**config.mk**
```make
export PLATFORM = sky130hd
export DESIGN_NAME = srx_rx
export DESIGN_NICKNAME = d
export VERILOG_FILES = /design/src/rtl/srx_pkg.sv /design/src/rtl/srx_clkgen.sv /design/src/rtl/srx_shift.sv /design/src/rtl/srx_pairing.sv /design/src/rtl/srx_rx.sv
export SDC_FILE = /design/constraint.sdc
export NUM_CORES = 2
export LEC_CHECK = 0
export BUFFER_PORTS_ARGS = -buffer_cell sky130_fd_sc_hd__buf_2
export CORE_UTILIZATION = 43
export CTS_BUF_LIST = sky130_fd_sc_hd__clkbuf_16
export DETAILED_ROUTE_END_ITERATION = 8
export PLACE_DENSITY = 0.68
export SYNTH_ARGS = -nofsm -noshare
export SYNTH_HDL_FRONTEND = slang
export SYNTH_SLANG_ARGS = --single-unit
```
**constraint.sdc**
```tcl
create_clock -name clk -period 2.6 [get_ports clk]
set_input_delay 0.65 -clock clk [delete_from_list [all_inputs] [get_ports clk]]
set_output_delay 0.65 -clock clk [all_outputs]
set_load 0.005 [all_outputs]
```
**src/rtl/srx_pkg.sv**
```systemverilog
package srx_pkg;

    // Pairing phase of the I/Q stage
    typedef enum logic [1:0] {
        PH_FIRST  = 2'd0,  // waiting for the first frame of a message
        PH_GAP    = 2'd1,  // first frame held, window for a second transfer open
        PH_SECOND = 2'd2   // second transfer in progress
    } phase_e;

    // Number of system clocks the transfer clock stays high
    function automatic int high_len(input int div);
        return div / 2;
    endfunction

    // Counter width able to hold values 0..n-1
    function automatic int cnt_w(input int n);
        return (n < 2) ? 1 : $clog2(n);
    endfunction

endpackage

```
**src/rtl/srx_clkgen.sv**
```systemverilog
module srx_clkgen
    import srx_pkg::*;
#(
    parameter int CLK_DIV    = 250,
    parameter int FRAME_BITS = 500
) (
    input  logic clk,
    input  logic rst,
    input  logic msg_rdy,
    output logic xfer_clk,
    output logic start_p,
    output logic sample,
    output logic last
);
    localparam int HI = high_len(CLK_DIV);
    localparam int DW = cnt_w(CLK_DIV);
    localparam int BW = cnt_w(FRAME_BITS + 1);

    logic          busy;
    logic          armed;
    logic [DW-1:0] div_cnt;
    logic [BW-1:0] bit_cnt;
    logic          start_c;
    logic          end_c;

    assign start_c  = !busy && armed && msg_rdy;
    assign sample   = busy && (div_cnt == DW'(HI - 1));
    assign end_c    = busy && (div_cnt == DW'(CLK_DIV - 1));
    assign last     = sample && (bit_cnt == BW'(FRAME_BITS - 1));
    assign xfer_clk = busy && (div_cnt < DW'(HI));

    always_ff @(posedge clk) begin
        if (rst) begin
            busy    <= 1'b0;
            armed   <= 1'b0;
            div_cnt <= '0;
            bit_cnt <= '0;
            start_p <= 1'b0;
        end else begin
            start_p <= start_c;
            if (!msg_rdy) begin
                armed <= 1'b1;
            end
            if (start_c) begin
                busy    <= 1'b1;
                armed   <= 1'b0;
                div_cnt <= '0;
                bit_cnt <= '0;
            end else if (busy) begin
                div_cnt <= end_c ? '0 : div_cnt + 1'b1;
                if (sample) begin
                    bit_cnt <= bit_cnt + 1'b1;
                end
                if (end_c && bit_cnt == BW'(FRAME_BITS)) begin
                    busy <= 1'b0;
                end
            end
        end
    end

    a_r2_start_needs_ready: assert property (@(posedge clk) disable iff (rst)
        $rose(busy) |-> $past(msg_rdy))
        else $error("R2: transfer started without ready");

    a_r3_bit_bound: assert property (@(posedge clk) disable iff (rst)
        busy |-> (bit_cnt <= BW'(FRAME_BITS)))
        else $error("R3: bit count overran the frame");

    a_r3_stop_full: assert property (@(posedge clk) disable iff (rst)
        $fell(busy) |-> ($past(bit_cnt) == BW'(FRAME_BITS)))
        else $error("R3: clock stopped before the frame was complete");

endmodule

```
**src/rtl/srx_shift.sv**
```systemverilog
module srx_shift #(
    parameter int FRAME_BITS = 500
) (
    input  logic                  clk,
    input  logic                  rst,
    input  logic                  sample,
    input  logic                  last,
    input  logic                  ser_data,
    output logic [FRAME_BITS-1:0] frame,
    output logic                  done
);
    always_ff @(posedge clk) begin
        if (rst) begin
            frame <= '0;
            done  <= 1'b0;
        end else begin
            done <= sample && last;
            if (sample) begin
                frame <= {frame[FRAME_BITS-2:0], ser_data};
            end
        end
    end

    a_r4_done_single: assert property (@(posedge clk) disable iff (rst)
        done |=> !done)
        else $error("R4: frame-complete lasted more than one cycle");

    a_r4_done_after_sample: assert property (@(posedge clk) disable iff (rst)
        done |-> $past(sample))
        else $error("R4: frame completed without a sample");

endmodule

```
**src/rtl/srx_pairing.sv**
```systemverilog
module srx_pairing
    import srx_pkg::*;
#(
    parameter int FRAME_BITS = 500,
    parameter int TIMEOUT    = 2500
) (
    input  logic                  clk,
    input  logic                  rst,
    input  logic                  start_p,
    input  logic                  done,
    input  logic [FRAME_BITS-1:0] frame,
    input  logic                  q_en,
    output logic [FRAME_BITS-1:0] out_i,
    output logic [FRAME_BITS-1:0] out_q,
    output logic                  pair,
    output logic                  valid,
    output logic                  en
);
    localparam int TW = cnt_w(TIMEOUT);

    phase_e                phase;
    logic                  q_mode;
    logic [FRAME_BITS-1:0] stage_i;
    logic [TW-1:0]         tmo;

    always_ff @(posedge clk) begin
        if (rst) begin
            phase   <= PH_FIRST;
            q_mode  <= 1'b0;
            stage_i <= '0;
            tmo     <= '0;
            out_i   <= '0;
            out_q   <= '0;
            pair    <= 1'b0;
            valid   <= 1'b0;
            en      <= 1'b0;
        end else begin
            valid <= 1'b0;
            unique case (phase)
                PH_FIRST: begin
                    if (done) begin
                        q_mode <= q_en;
                        tmo    <= '0;
                        phase  <= PH_GAP;
                        if (q_en) begin
                            stage_i <= frame;
                        end else begin
                            out_i <= frame;
                            out_q <= '0;
                            pair  <= 1'b0;
                            valid <= 1'b1;
                            en    <= 1'b1;
                        end
                    end
                end
                PH_GAP: begin
                    if (start_p) begin
                        phase <= PH_SECOND;
                    end else if (tmo == TW'(TIMEOUT - 1)) begin
                        phase <= PH_FIRST;
                        if (q_mode) begin
                            en <= 1'b0;
                        end
                    end else begin
                        tmo <= tmo + 1'b1;
                    end
                end
                PH_SECOND: begin
                    if (done) begin
                        phase <= PH_FIRST;
                        if (q_mode) begin
                            out_i <= stage_i;
                            out_q <= frame;
                            pair  <= 1'b1;
                            valid <= 1'b1;
                            en    <= 1'b1;
                        end
                    end
                end
                default: phase <= PH_FIRST;
            endcase
        end
    end

    a_r5_valid_after_frame: assert property (@(posedge clk) disable iff (rst)
        valid |-> $past(done))
        else $error("R5: release without a completed frame");

    a_r5_valid_pulse: assert property (@(posedge clk) disable iff (rst)
        valid |=> !valid)
        else $error("R5: release strobe longer than one cycle");

    a_r7_pair_from_second: assert property (@(posedge clk) disable iff (rst)
        (valid && pair) |-> $past(phase == PH_SECOND))
        else $error("R7: pair released outside the second frame");

    a_r6_discard_keeps: assert property (@(posedge clk) disable iff (rst)
        (phase == PH_SECOND && done && !q_mode) |=> ($stable(out_i) && !valid))
        else $error("R6: unneeded second frame was not discarded");

endmodule

```
**src/rtl/srx_rx.sv**
```systemverilog
module srx_rx #(
    parameter int CLK_DIV    = 250,
    parameter int FRAME_BITS = 500,
    parameter int TIMEOUT    = 2500
) (
    input  logic                  clk,
    input  logic                  rst,
    input  logic                  msg_rdy,
    input  logic                  ser_data,
    input  logic                  q_en,
    input  logic                  tx_inh,
    output logic                  xfer_clk,
    output logic [FRAME_BITS-1:0] frame_i,
    output logic [FRAME_BITS-1:0] frame_q,
    output logic                  frame_pair,
    output logic                  frame_valid,
    output logic                  out_en
);
    logic                  start_p;
    logic                  sample;
    logic                  last;
    logic                  done;
    logic                  en_held;
    logic [FRAME_BITS-1:0] shreg;

    srx_clkgen #(.CLK_DIV(CLK_DIV), .FRAME_BITS(FRAME_BITS)) u_clkgen (
        .clk      (clk),
        .rst      (rst),
        .msg_rdy  (msg_rdy),
        .xfer_clk (xfer_clk),
        .start_p  (start_p),
        .sample   (sample),
        .last     (last)
    );

    srx_shift #(.FRAME_BITS(FRAME_BITS)) u_shift (
        .clk      (clk),
        .rst      (rst),
        .sample   (sample),
        .last     (last),
        .ser_data (ser_data),
        .frame    (shreg),
        .done     (done)
    );

    srx_pairing #(.FRAME_BITS(FRAME_BITS), .TIMEOUT(TIMEOUT)) u_pairing (
        .clk     (clk),
        .rst     (rst),
        .start_p (start_p),
        .done    (done),
        .frame   (shreg),
        .q_en    (q_en),
        .out_i   (frame_i),
        .out_q   (frame_q),
        .pair    (frame_pair),
        .valid   (frame_valid),
        .en      (en_held)
    );

    assign out_en = en_held && !tx_inh;

    a_r9_inhibit: assert property (@(posedge clk) disable iff (rst)
        tx_inh |-> !out_en)
        else $error("R9: output enabled under inhibit");

endmodule

```
* Yosys cells after proc, flatten, opt, wreduce, memory -nomap -nowiden
Index checks and enable logic that the tools add are counted.
** Operators by class
- Add/subtract/negate cells :: 3
- $mul :: 0
- Div/mod/pow operators :: 0
- $lt $le $gt $ge :: 1
- Eq/ne operators :: 16
- Shifts and indexed selects :: 0
- Muxes and demuxes :: 39
- Bitwise gates (word level) :: 0
- Reductions and logical operators :: 23
** Operators by type and width (number)
- 2-to-1 mux 500 bit :: 8
- case mux 500 bit (2 select lines) :: 2
- 2-to-1 mux 12 bit :: 3
- case mux 12 bit (2 select lines) :: 1
- == test 9 bit (second input constant) :: 2
- 2-to-1 mux 1 bit :: 16
- adder 12 x 1 -> 12 bit (second input constant) :: 1
- == test 12 bit (second input constant) :: 1
- != test 2 bit (second input constant) :: 5
- adder 9 x 1 -> 9 bit (second input constant) :: 1
- logical AND 1 bit :: 9
- adder 8 x 1 -> 8 bit (second input constant) :: 1
- == test 8 x 7 -> 1 bit (second input constant) :: 1
- == test 8 bit (second input constant) :: 1
- < comparator 8 x 7 -> 1 bit (second input constant) :: 1
- 2-to-1 mux 2 bit :: 4
- 2-to-1 mux 8 bit :: 1
- AND reduction 8 bit :: 1
- != test 2 x 1 -> 1 bit (second input constant) :: 3
- case mux 2 bit (3 select lines) :: 1
- AND reduction 3 bit :: 2
- AND reduction 5 bit :: 1
- case mux 1 bit (2 select lines) :: 2
- AND reduction 2 bit :: 2
- 10 further kinds :: 12
** Storage, ports and cells
- Flip-flop bits (word level) :: 2039
- Bits in latches :: 0
- RAM bits :: 0
- Bits in read-only memories :: 0
- Input bits :: 6
- Output and inout bits :: 1004
- Memories kept :: 0

* Depth between registers and ports, before layout
- Depth after elaboration :: 6
- Depth in mapped cells :: 8

* Hierarchy
A second synthesis with hierarchy kept.
** Unflattened totals
- Cells, all modules :: 9031
- Area, all modules :: 76719.8 sq um
** By module, submodules not included
- srx_pairing :: instances 1, cells an instance 7294, area each 57320.0 sq um, seq. area each 30389.1 sq um
- srx_shift :: instances 1, cells an instance 1615, area each 18291.3 sq um, seq. area each 10029.6 sq um
- srx_clkgen :: instances 1, cells an instance 121, area each 1094.8 sq um, seq. area each 400.4 sq um
- srx_rx :: instances 1, cells an instance 1, area each 13.8 sq um, seq. area each 0.0 sq um

* Worst setup path after synthesis
Ideal clock, no wire load.
- Path kind :: input to register
- Start point :: in msg_rdy
- End point :: reg u_clkgen.bit_cnt[6]
- Library setup time :: 0.059 ns
- Arrival :: 1.843 ns
- Required time :: 2.541 ns
- Setup slack :: 0.698 ns
- Stages :: 5
- Path buffers :: 1
- Cell sequence :: and3b_1 or2_2 clkbuf_1 or4_1 nand2_1
** Between the ends
- Cells in the longest elaborated chain, start to end :: 2
** RTL lines
- start, declared :: RTL line srx_rx.sv:8 : input logic msg_rdy,
- logical AND 1 bit :: RTL line srx_clkgen.sv:26 : assign start_c = !busy && armed && msg_rdy;
- OR reduction 2 bit (no source line)
- end signal, assigned :: RTL line srx_clkgen.sv:52 : bit_cnt <= bit_cnt + 1'b1;
- end, declared :: RTL line srx_clkgen.sv:22 : logic [BW-1:0] bit_cnt;
Every way passes these cells.
A chain may end at the register's enable or synchronous reset.

* Worst setup path in the final report
- Start point :: reg u_clkgen.div_cnt[0]
- End point :: out xfer_clk
** Between the ends
- Cells in the longest elaborated chain, start to end :: 2
** RTL lines
- start, declared :: RTL line srx_clkgen.sv:21 : logic [DW-1:0] div_cnt;
- start signal, assigned :: RTL line srx_clkgen.sv:50 : div_cnt <= end_c ? '0 : div_cnt + 1'b1;
- < comparator 8 x 7 -> 1 bit :: RTL line srx_clkgen.sv:30 : assign xfer_clk = busy && (div_cnt < DW'(HI));
- logical AND 1 bit :: RTL line srx_clkgen.sv:30
- end, declared :: RTL line srx_rx.sv:12 : output logic xfer_clk,
Every way passes these cells.

==> run metrics <==
outcome=completed; post-synthesis cell count=9014; Netlist cell types=46; final worst setup slack=0.131 ns; dominant cell by count in the synthesized netlist=nand2_1; layout filler cell count=15599; cts bufs inserted=206; CP max stage cell=dfxtp_4; syn_area_per_cell=8.13 sq um; TritonCTS clock tree=done; register area=0.0408 sq mm; post-synth top area share=0.557; Top delay family on crit path=flip-flops; via/cell ratio=5.55; gpl congestion=0.901; Layout Skew=0.0283 ns; Synth async-reset ratio=0; CTS clk-pin slew, worst paths=0.06 ns; GRT Residual Overflow=0; share of cells above drive strength 1=0.154; clk sink count=2039; IO Port Bufs=1009; commonest cells in the netlist=nand2_1 (3020), dfxtp_1 (2039), nor2_1 (1022); Setup Total Neg Slack=0 ns; Global Route Usage Sum=0.265; clock tree buffer depth=3; H-tree depth=4; P&R area growth vs syn=19.1%; CTS Root Cell=clkbuf_16; Detailed Route Iter0 Violations=6445; EDFF count, synth=0; vias in the first global route=60312; DR WL/cell=20.0 um; Post-Route WL=240 mm; CP arrival=1.82 ns; via count=66764; critical path class=flop to output pin; synth warn=0; unrepaired setup endpoints after global routing=false; # DRC=0; endpoints failing hold=0; WP data required=1.95 ns; top post-synthesis cells by area=dfxtp_1 (56%), nand2_1 (15%), a21oi_1 (6.9%); Yosys reg bits=2039; post-DP HPWL=158 mm; FMAX=405 MHz; crit-path cells=inv_1 -> ha_1 -> nor3_2 -> nor3b_2 -> buf_4; crit end category=output pin; Slew headroom=0.304; Max Cap Viol=0; Die Footprint=0.172 sq mm; setup violators final=0; DRT Pass-1 Iters=8; CP max FO=3; footprint of the multi-input gates=0.0294 sq mm; Clk Latency, worst-skew pair=0.85 ns; sequential-to-total area share from yosys stat=0.557; post-synthesis adder-cell area fraction=0.00119; Synth Flop Type=dfxtp_1; Pins Over Slew Limit=0; final antenna-violating net count=0; site row count=151; I/O Pins=1010; Mapped Area=0.0733 sq mm; largest net degree at the start of global routing=195; min Tclk post-route=2.47 ns; initial antenna violation count=3; Initial Util=0.433; Final period util=0.950; PD cells=682 mW/mm^2; VDD IR max=0.694 mV; CP peak stage delay=0.34 ns; Synth Area in Compound Gates=0.183; Die Y=415 um; Post-Synth Simple-Gate Area=0.215; first-pass GRT wire length=364 mm; cell taking the most area after synthesis=dfxtp_1; nets=9663; Core ar.=0.169 sq mm; largest family of logic cells by synthesized area=simple AND/OR/NAND/NOR gates; post-layout util=0.516; CP bufs+invs=2; Synth Area in XOR/XNOR=0.00119; HP Class=input port to flop; dpl ws=0.0442 ns; syn nets=9027; Die Width=415 um; mux cell area share after synthesis=0; Startpoint Class=flop; leakage power=0.0309 uW; Worst Tran Pin Value=1.04 ns
cell type report:
class                   count  area share
repair buffers           1213      0.0925
clock buffers             206      0.0590
multi-input cells        6181       0.337
inverters                   9    0.000387
well taps                2218      0.0318
diodes                      3   0.0000859
flip-flops and latches   2039       0.467
clock inverters           160      0.0122
what timing repair did:
item / 4_1_cts / 5_1_grt
hold endpoints to repair: 2 / 0
gates resized for setup: 11 / 5
pin swaps: 1 / 3
buffers inserted: 1 / 6
gates cloned: 0 / 0
hold buffers: 2 / 0
setup endpoints to repair: 2 / 40
cells in the final DEF, fill, tap and decap left out, types with 4 or more instances in the layout:
cell / n
clkbuf_16: 206
or4_1: 7
nand2_1: 3020
dfxtp_2: 7
a311oi_1: 503
a21oi_1: 1018
o31ai_1: 6
clkinv_8: 5
dfxtp_1: 2031
nand4_1: 7
inv_6: 7
nor2b_1: 5
clkinv_1: 52
o32ai_1: 4
nor2_1: 1021
buf_2: 1007
clkinv_2: 29
nand3_1: 8
inv_1: 58
xor2_1: 5
buf_4: 85
bufinv_16: 7
xnor2_1: 5
buf_12: 119
ha_1: 7
a22oi_1: 500
and3_1: 4
nand2b_1: 5
o211ai_1: 4
or3_1: 7
metrics by stage:
stage / instances / cell area [sq um] / hold slack (ns) / total power [uW]
after global placement: 11651 / 81000 / 0.441 / 32600
after detailed placement: 11651 / 81000 / 0.446 / 32600
after CTS: 12020 / 87300 / 0.156 / 60000
after global routing: 12027 / 87400 / 0.201 / 61300
after floorplan: 9014 / 73300 / 0.435 / 32400
final: 12029 / 87400 / 0.202 / 59600
routing by layer:
metal / global-route usage / vias up / wire (um)
met5: 0 / - / 0
met4: 0.165 / 0 / 15700
met3: 0.0447 / 565 / 15900
met2: 0.413 / 2484 / 110000
met1: 0.341 / 32096 / 98300
li1: - / 31619 / -
where the power goes:
group / total, uW / leakage (uW) / switching (uW) / internal (uW)
clock network: 27700 / 0.00324 / 12600 / 15100
registers: 31200 / 0.0164 / 5.15 / 31200
logic: 639 / 0.0112 / 538 / 101
total: 59600 / 0.0309 / 13200 / 46400
cells by family (layout without fill, tap and decap cells):
kind of cell / after synthesis / count (layout)
AOI/OAI and AO/OA: 2043 / 2043
other: 0 / 3
adders and majority gates: 7 / 7
xor gates and xnor gates: 10 / 10
buffers and inverters: 794 / 1588
DFF: 2039 / 2039
and+or+nand+nor: 4121 / 4121
final timing paths:
path	startpoint	to	slack, ns	cells past startpoint
max	u_clkgen.div_cnt[0]	xfer_clk	0.13	5
max reg2reg	u_pairing.phase[0]	u_pairing.out_i[370]	0.18	6
min	rst	u_pairing.out_q[258]	0.20	2
min reg2reg	u_pairing.stage_i[16]	u_pairing.stage_i[16]	0.45	2
sequential cells by signal (all words and copies together) (netlist names), 2 cells and up:
register           cells
u_pairing.phase        2
u_pairing.tmo         12
u_pairing.out_q      500
u_pairing.stage_i    500
u_clkgen.div_cnt       8
u_shift.frame        500
u_clkgen.bit_cnt       9
u_pairing.out_i      500
(Power assumes the default switching activity.)
